[config.mk]
export PLATFORM = sky130hd
export DESIGN_NAME = xdata_bus_ctrl
export DESIGN_NICKNAME = d
export VERILOG_FILES = /design/src/rtl/xbc_pkg.sv /design/src/rtl/xbc_port_regs.sv /design/src/rtl/xbc_seq.sv /design/src/rtl/xbc_pin_drv.sv /design/src/rtl/xdata_bus_ctrl.sv
export SDC_FILE = /design/constraint.sdc
export NUM_CORES = 1
export LEC_CHECK = 0
export BUFFER_PORTS_ARGS = -buffer_cell sky130_fd_sc_hd__buf_2
export CAP_MARGIN = 15
export CORE_AREA = 2 2 102 84
export DETAILED_ROUTE_END_ITERATION = 10
export DIE_AREA = 0 0 104 86
export MAX_ROUTING_LAYER = met4
export SYNTH_ARGS = -nofsm -noshare
export SYNTH_HDL_FRONTEND = slang
export SYNTH_SLANG_ARGS = --single-unit
export TNS_END_PERCENT = 5
[constraint.sdc]
create_clock -name clk -period 3.8 [get_ports clk]
set_input_delay 0 -clock clk [delete_from_list [all_inputs] [get_ports clk]]
set_output_delay 0 -clock clk [all_outputs]
set_load 0.02 [all_outputs]
[src/rtl/xbc_pkg.sv]
package xbc_pkg;

  typedef enum logic [2:0] {
    ST_IDLE,
    ST_ADDR,
    ST_STRB,
    ST_HOLD,
    ST_DONE
  } xbc_state_e;

  localparam int NUM_PORTS = 2;
  localparam int PORT_LO   = 0;
  localparam int PORT_HI   = 1;

endpackage

[src/rtl/xbc_port_regs.sv]
module xbc_port_regs #(
  parameter int DATA_W    = 8,
  parameter int NUM_PORTS = 2,
  localparam int SEL_W    = (NUM_PORTS > 1) ? $clog2(NUM_PORTS) : 1
) (
  input  logic                            clk,
  input  logic                            rst,
  input  logic                            wr_en,
  input  logic [SEL_W-1:0]                wr_sel,
  input  logic [DATA_W-1:0]               wr_data,
  output logic [NUM_PORTS-1:0][DATA_W-1:0] reg_q
);

  for (genvar p = 0; p < NUM_PORTS; p++) begin : g_port
    localparam logic [SEL_W-1:0] MY_SEL = SEL_W'(p);

    always_ff @(posedge clk) begin
      if (rst) begin
        reg_q[p] <= '1;
      end else if (wr_en && (wr_sel == MY_SEL)) begin
        reg_q[p] <= wr_data;
      end
    end

    AST_REG_ONLY_ON_WRITE: assert property (@(posedge clk) disable iff (rst)
      !(wr_en && (wr_sel == MY_SEL)) |=> $stable(reg_q[p]));
  end

endmodule

[src/rtl/xbc_seq.sv]
module xbc_seq
  import xbc_pkg::*;
#(
  parameter int DATA_W     = 8,
  parameter int ADDR_CYC   = 1,
  parameter int STROBE_CYC = 2,
  localparam int ADDR_W    = 2 * DATA_W,
  localparam int MAX_CYC   = (ADDR_CYC > STROBE_CYC) ? ADDR_CYC : STROBE_CYC,
  localparam int CNT_W     = (MAX_CYC > 1) ? $clog2(MAX_CYC) : 1
) (
  input  logic              clk,
  input  logic              rst,
  input  logic              req_valid,
  input  logic              req_ptr,
  input  logic              req_write,
  input  logic [DATA_W-1:0] req_idx,
  input  logic [ADDR_W-1:0] req_dptr,
  input  logic [DATA_W-1:0] req_wdata,
  input  logic [DATA_W-1:0] page_q,
  output xbc_state_e        state_q,
  output xbc_state_e        state_d,
  output logic [ADDR_W-1:0] addr_d,
  output logic              write_d,
  output logic [DATA_W-1:0] wdata_d
);

  logic [CNT_W-1:0]  cnt_q, cnt_d;
  logic [ADDR_W-1:0] addr_q;
  logic              write_q;
  logic [DATA_W-1:0] wdata_q;

  always_comb begin
    state_d = state_q;
    cnt_d   = cnt_q;
    addr_d  = addr_q;
    write_d = write_q;
    wdata_d = wdata_q;
    unique case (state_q)
      ST_IDLE: begin
        if (req_valid) begin
          state_d = ST_ADDR;
          cnt_d   = CNT_W'(ADDR_CYC - 1);
          addr_d  = req_ptr ? req_dptr : {page_q, req_idx};
          write_d = req_write;
          wdata_d = req_wdata;
        end
      end
      ST_ADDR: begin
        if (cnt_q == '0) begin
          state_d = ST_STRB;
          cnt_d   = CNT_W'(STROBE_CYC - 1);
        end else begin
          cnt_d = cnt_q - 1'b1;
        end
      end
      ST_STRB: begin
        if (cnt_q == '0) begin
          state_d = write_q ? ST_HOLD : ST_DONE;
        end else begin
          cnt_d = cnt_q - 1'b1;
        end
      end
      ST_HOLD: state_d = ST_DONE;
      ST_DONE: state_d = ST_IDLE;
      default: state_d = ST_IDLE;
    endcase
  end

  always_ff @(posedge clk) begin
    if (rst) begin
      state_q <= ST_IDLE;
      cnt_q   <= '0;
      addr_q  <= '0;
      write_q <= 1'b0;
      wdata_q <= '0;
    end else begin
      state_q <= state_d;
      cnt_q   <= cnt_d;
      addr_q  <= addr_d;
      write_q <= write_d;
      wdata_q <= wdata_d;
    end
  end

  AST_BUSY_KEEPS_REQUEST: assert property (@(posedge clk) disable iff (rst)
    (state_q != ST_IDLE) |=> ($stable(addr_q) && $stable(write_q) && $stable(wdata_q)));

  AST_HOLD_ONLY_ON_WRITE: assert property (@(posedge clk) disable iff (rst)
    (state_q == ST_HOLD) |-> write_q);

endmodule

[src/rtl/xbc_pin_drv.sv]
module xbc_pin_drv
  import xbc_pkg::*;
#(
  parameter int DATA_W  = 8,
  localparam int ADDR_W = 2 * DATA_W
) (
  input  logic              clk,
  input  logic              rst,
  input  xbc_state_e        state_q,
  input  xbc_state_e        state_d,
  input  logic [ADDR_W-1:0] addr_d,
  input  logic              write_d,
  input  logic [DATA_W-1:0] wdata_d,
  input  logic [DATA_W-1:0] lo_reg,
  input  logic [DATA_W-1:0] hi_reg,
  input  logic [DATA_W-1:0] lo_pin_in,
  output logic [DATA_W-1:0] lo_pin_out,
  output logic              lo_oe,
  output logic [DATA_W-1:0] hi_pin_out,
  output logic              ale,
  output logic              rd_n,
  output logic              wr_n,
  output logic [DATA_W-1:0] rd_data,
  output logic              done
);

  logic strobe_next;
  logic read_edge;

  assign strobe_next = (state_d == ST_STRB);
  assign read_edge   = (state_q == ST_STRB) && (state_d != ST_STRB) && !write_d;

  always_ff @(posedge clk) begin
    if (rst) begin
      lo_pin_out <= '1;
      lo_oe      <= 1'b1;
      hi_pin_out <= '1;
      ale        <= 1'b0;
      rd_n       <= 1'b1;
      wr_n       <= 1'b1;
      done       <= 1'b0;
      rd_data    <= '0;
    end else begin
      ale  <= (state_d == ST_ADDR);
      rd_n <= !(strobe_next && !write_d);
      wr_n <= !(strobe_next && write_d);
      done <= (state_d == ST_DONE);
      unique case (state_d)
        ST_ADDR: begin
          lo_pin_out <= addr_d[DATA_W-1:0];
          lo_oe      <= 1'b1;
          hi_pin_out <= addr_d[ADDR_W-1:DATA_W];
        end
        ST_STRB, ST_HOLD: begin
          lo_pin_out <= write_d ? wdata_d : addr_d[DATA_W-1:0];
          lo_oe      <= write_d;
          hi_pin_out <= addr_d[ADDR_W-1:DATA_W];
        end
        default: begin
          lo_pin_out <= lo_reg;
          lo_oe      <= 1'b1;
          hi_pin_out <= hi_reg;
        end
      endcase
      if (read_edge) begin
        rd_data <= lo_pin_in;
      end
    end
  end

  AST_STROBES_EXCLUSIVE: assert property (@(posedge clk) disable iff (rst)
    !(!rd_n && !wr_n));

  AST_NO_ALE_IN_STROBE: assert property (@(posedge clk) disable iff (rst)
    ale |-> (rd_n && wr_n));

  AST_HI_STEADY_IN_STROBE: assert property (@(posedge clk) disable iff (rst)
    (!rd_n || !wr_n) |-> $stable(hi_pin_out));

  AST_READ_RELEASES_BUS: assert property (@(posedge clk) disable iff (rst)
    !rd_n |-> !lo_oe);

  AST_WRITE_DATA_HELD: assert property (@(posedge clk) disable iff (rst)
    $rose(wr_n) |-> (lo_oe && $stable(lo_pin_out)));

  AST_DONE_SINGLE: assert property (@(posedge clk) disable iff (rst)
    done |=> !done);

endmodule

[src/rtl/xdata_bus_ctrl.sv]
module xdata_bus_ctrl
  import xbc_pkg::*;
#(
  parameter int DATA_W     = 8,
  parameter int ADDR_CYC   = 1,
  parameter int STROBE_CYC = 2,
  localparam int ADDR_W    = 2 * DATA_W
) (
  input  logic              clk,
  input  logic              rst,
  input  logic              req_valid,
  input  logic              req_ptr,
  input  logic              req_write,
  input  logic [DATA_W-1:0] req_idx,
  input  logic [ADDR_W-1:0] req_dptr,
  input  logic [DATA_W-1:0] req_wdata,
  input  logic              sfr_wr,
  input  logic              sfr_sel,
  input  logic [DATA_W-1:0] sfr_wdata,
  input  logic [DATA_W-1:0] lo_pin_in,
  output logic [DATA_W-1:0] lo_pin_out,
  output logic              lo_oe,
  output logic [DATA_W-1:0] hi_pin_out,
  output logic              ale,
  output logic              rd_n,
  output logic              wr_n,
  output logic [DATA_W-1:0] rd_data,
  output logic              done
);

  logic [NUM_PORTS-1:0][DATA_W-1:0] port_q;
  xbc_state_e                       state_q, state_d;
  logic [ADDR_W-1:0]                addr_d;
  logic                             write_d;
  logic [DATA_W-1:0]                wdata_d;

  xbc_port_regs #(
    .DATA_W    (DATA_W),
    .NUM_PORTS (NUM_PORTS)
  ) u_port_regs (
    .clk     (clk),
    .rst     (rst),
    .wr_en   (sfr_wr),
    .wr_sel  (sfr_sel),
    .wr_data (sfr_wdata),
    .reg_q   (port_q)
  );

  xbc_seq #(
    .DATA_W     (DATA_W),
    .ADDR_CYC   (ADDR_CYC),
    .STROBE_CYC (STROBE_CYC)
  ) u_seq (
    .clk       (clk),
    .rst       (rst),
    .req_valid (req_valid),
    .req_ptr   (req_ptr),
    .req_write (req_write),
    .req_idx   (req_idx),
    .req_dptr  (req_dptr),
    .req_wdata (req_wdata),
    .page_q    (port_q[PORT_HI]),
    .state_q   (state_q),
    .state_d   (state_d),
    .addr_d    (addr_d),
    .write_d   (write_d),
    .wdata_d   (wdata_d)
  );

  xbc_pin_drv #(
    .DATA_W (DATA_W)
  ) u_pin_drv (
    .clk        (clk),
    .rst        (rst),
    .state_q    (state_q),
    .state_d    (state_d),
    .addr_d     (addr_d),
    .write_d    (write_d),
    .wdata_d    (wdata_d),
    .lo_reg     (port_q[PORT_LO]),
    .hi_reg     (port_q[PORT_HI]),
    .lo_pin_in  (lo_pin_in),
    .lo_pin_out (lo_pin_out),
    .lo_oe      (lo_oe),
    .hi_pin_out (hi_pin_out),
    .ale        (ale),
    .rd_n       (rd_n),
    .wr_n       (wr_n),
    .rd_data    (rd_data),
    .done       (done)
  );

  AST_ONE_REQUEST_IN_FLIGHT: assert property (@(posedge clk) disable iff (rst)
    done |=> !ale);

endmodule

==> insert_results.sql <==
INSERT INTO impl_metrics (metric_group, metric, value, unit) VALUES
('outcome', 'status', 'completed', ''),
('yosys', 'asyncSetResetFlopFracSynth', '0', ''),
('sta', 'final_min_period_over_clock_period', '0.698', ''),
('yosys', 'yosys.area_share.xor_xnor', '0', ''),
('yosys', 'adder_and_majority_cell_fraction_of_the_synthesized_area', '0', ''),
('floorplan', 'floorplan.core_area', '7840', 'um2'),
('floorplan', 'dieWidth', '104', 'um'),
('clocking', 'cts.path.max_buffers', '2', ''),
('setup_path', 'arrival', '2870', 'ps'),
('final_layout', 'areaGrowthSynthToFinish', '27.9', '%'),
('global_route', 'grt_remaining_overflow', '0', ''),
('yosys', 'synth_warnings', '0', ''),
('yosys', 'post_synth_mux_area_share', '0.113', ''),
('route', 'drt_first_iter_violations', '109', ''),
('final_layout', 'final_cell_mix', 'sky130_fd_sc_hd__buf_2 (83), sky130_fd_sc_hd__dfxtp_1 (74), sky130_fd_sc_hd__nand2_1 (35), sky130_fd_sc_hd__dlygate4sd3_1 (25)', ''),
('pwr', 'power.static_leakage', '1.64', 'nW'),
('place', 'dpl.hpwl', '4.86', 'mm'),
('setup_path', 'rr_worst_depth', '4', ''),
('setup_path', 'startpoint_type', 'flop', ''),
('sta', 'fin_crit', '2650', 'ps'),
('final_layout', 'nFillCells', '750', ''),
('yosys', 'synthesized_area_fraction_occupied_by_and_or_nand_nor_cells', '0.187', ''),
('setup_path', 'worstReg2RegEnd', 'u_pin_drv.wr_n', ''),
('sta', 'maxSlewHeadroom', '0.327', ''),
('final_layout', 'antennaDiodeCount', '0', ''),
('final_layout', 'multi_input_area', '1480', 'um2'),
('route', 'drt_wl_total', '7.58', 'mm'),
('clocking', 'clock_tree_from_tritoncts', 'built', ''),
('sta', 'finalHoldViolCount', '0', ''),
('clocking', 'clock_insertion_delay_worst_skew', '340', 'ps'),
('place', 'place_congestion', '0.741', ''),
('yosys', 'synth_enable_flop_cells', '0', ''),
('sta', 'timing_worst_slew_pin_value', '1010', 'ps'),
('clocking', 'clkSlewWorstSetupHoldPaths', '70', 'ps'),
('yosys', 'synth_fp_nets', '378', ''),
('final_layout', 'ff_latch_area', '1480', 'um2'),
('floorplan', 'rows', '29', ''),
('pwr', 'net-switching-power', '0.487', 'mW'),
('global_route', 'antenna_violations_before_repair', '0', ''),
('floorplan', 'fp.dieArea', '8940', 'um2'),
('setup_path', 'cp_max_fo', '34', ''),
('clocking', 'postCtsResizedCells', '0', ''),
('final_layout', 'final_nets', '471', ''),
('sta', 'finalSetupViolations', '0', ''),
('global_route', 'grt_pass1_wl', '12.1', 'mm'),
('yosys', 'complex_gate_fraction_of_the_synthesized_area', '0.180', ''),
('hold_path', 'hold_path.class', 'input pin to flop', ''),
('hold_path', 'min_delay_worst_endpoint', 'u_pin_drv.lo_pin_out[5]', ''),
('floorplan', 'die_height', '86', 'um'),
('hold_path', 'min_delay_path_depth', '4', ''),
('sta', 'final.setup.tns', '0', 'ps'),
('yosys', 'yosys.cell_types.count', '30', ''),
('yosys', 'postSynthCellCount', '323', ''),
('pwr', 'cell_internal_pwr', '1.24', 'mW'),
('pwr', 'power_per_unit_of_standard_cell_area', '437', 'nW/um2'),
('route', 'detail_route.vias_per_cell', '5.02', ''),
('route', 'wl_per_cell', '14.3', 'um'),
('sta', 'rsz0062_at_grt', 'no', ''),
('sta', 'pins_over_slew_limit', '0', ''),
('setup_path', 'rr_startpoint', 'u_seq.state_q[2]', ''),
('clocking', 'cts_num_sinks', '74', ''),
('pwr', 'worst_ir_drop_on_vdd', '177', 'uV'),
('hold_path', 'hp-start', 'req_dptr[5]', ''),
('global_route', 'grt_start_max_net_pins', '75', ''),
('pwr', 'power_frac_clock', '0.304', ''),
('yosys', 'ys_seq_area_frac', '0.479', ''),
('route', 'total_number_of_vias', '2653', ''),
('clocking', 'clockRootBuffer', 'sky130_fd_sc_hd__clkbuf_8', ''),
('global_route', 'gr-usage-all-layers', '0.176', ''),
('setup_path', 'timing.reg2reg.setup_slack', '1150', 'ps'),
('route', 'drt_drc_violations_left', '0', '');
-- logic make-up after synthesis --
| logic type | after synthesis |
|---|---|
| buf+inv | 29 |
| flops | 74 |
| mux | 33 |
| simple gates | 109 |
| compound gates | 78 |
-- per-layer routing --
metal	track usage	vias up	routed length [um]
li1	-	1343	-
met5	-	-	0
met1	0.222	1226	3650
met4	0.0455	0	29
met3	0.0593	2	462
met2	0.273	82	3440
-- registers in the layout (all words and copies together) (netlist names), 3 cells and up --
name                  cells
u_seq.wdata_q             8
u_pin_drv.lo_pin_out      8
u_pin_drv.rd_data         8
u_port_regs.reg_q        16
u_seq.state_q             3
u_pin_drv.hi_pin_out      8
u_seq.addr_q             16
-- worst max-delay path: stages (launching register included) --
cell and delay, ps:
sky130_fd_sc_hd__dfxtp_1 600, sky130_fd_sc_hd__nor4b_4 760, sky130_fd_sc_hd__buf_4 450, sky130_fd_sc_hd__mux2i_1 160, sky130_fd_sc_hd__or4b_1 540
-- cells in the mapped netlist (all sizes together), types with 2 or more instances --
cell | n | share of area
a211o | 24 | 0.068
a211oi | 8 | 0.019
a21oi | 17 | 0.028
a221oi | 8 | 0.023
and3 | 8 | 0.016
buf | 9 | 0.016
clkbuf | 20 | 0.024
dfxtp | 74 | 0.48
mux2 | 16 | 0.058
mux2i | 17 | 0.055
nand2 | 35 | 0.043
nor2 | 24 | 0.029
nor2b | 18 | 0.036
nor3 | 11 | 0.018
nor4 | 2 | 0.0089
nor4bb | 2 | 0.0065
o211ai | 8 | 0.019
o21ai | 11 | 0.018
or3 | 2 | 0.0040
or4b | 2 | 0.0065
-- worst max path at each step --
stage	start	endpoint	slack, ps	depth (start not counted)
floorplan	u_seq.state_q[0]	u_pin_drv.hi_pin_out[3]	1970	6
global placement	u_seq.state_q[2]	u_pin_drv.lo_oe	1200	5
detailed placement	u_seq.state_q[2]	u_pin_drv.rd_n	1140	5
CTS	u_seq.state_q[2]	u_pin_drv.wr_n	1130	4
global route	u_seq.state_q[2]	u_pin_drv.rd_n	1000	5
finish	u_seq.state_q[2]	u_pin_drv.wr_n	1150	4
-- final cells by class --
cell class,instances,area share
Multi-Input combinational cell,220,0.375
Sequential cell,74,0.375
Timing Repair Buffer,111,0.174
Clock buffer,13,0.0377
Tap cell,108,0.0342
Clock inverter,3,0.00380
-- per-stage QoR --
step                      instances  hold WS, ps  total power [mW]  setup slack [ps]  area (um2)
final                           529         57.0              1.73              1150        3950
after global routing            529         71.4              1.82               996        3950
after CTS                       529         49.0              1.75              1130        3950
after detailed placement        488          232              1.20              1140        3540
after global placement          488          229              1.20              1200        3540
after floorplan                 323          106              1.10              1970        3090
-- power by group through the flow --
stage | combinational [mW] | sequential (mW) | clock, mW
2_1_floorplan | 0.193 | 0.911 | 0
3_3_place_gp | 0.300 | 0.895 | 0
3_5_place_dp | 0.304 | 0.896 | 0
4_1_cts | 0.325 | 0.879 | 0.542
5_1_grt | 0.354 | 0.888 | 0.581
6_report | 0.321 | 0.880 | 0.525
-- repair_timing --
item	in CTS	in global routing
hold endpoints to repair	29	0
buffers inserted	0	0
hold buffers	25	0
Note: power is estimated with default switching activity, not from simulation.
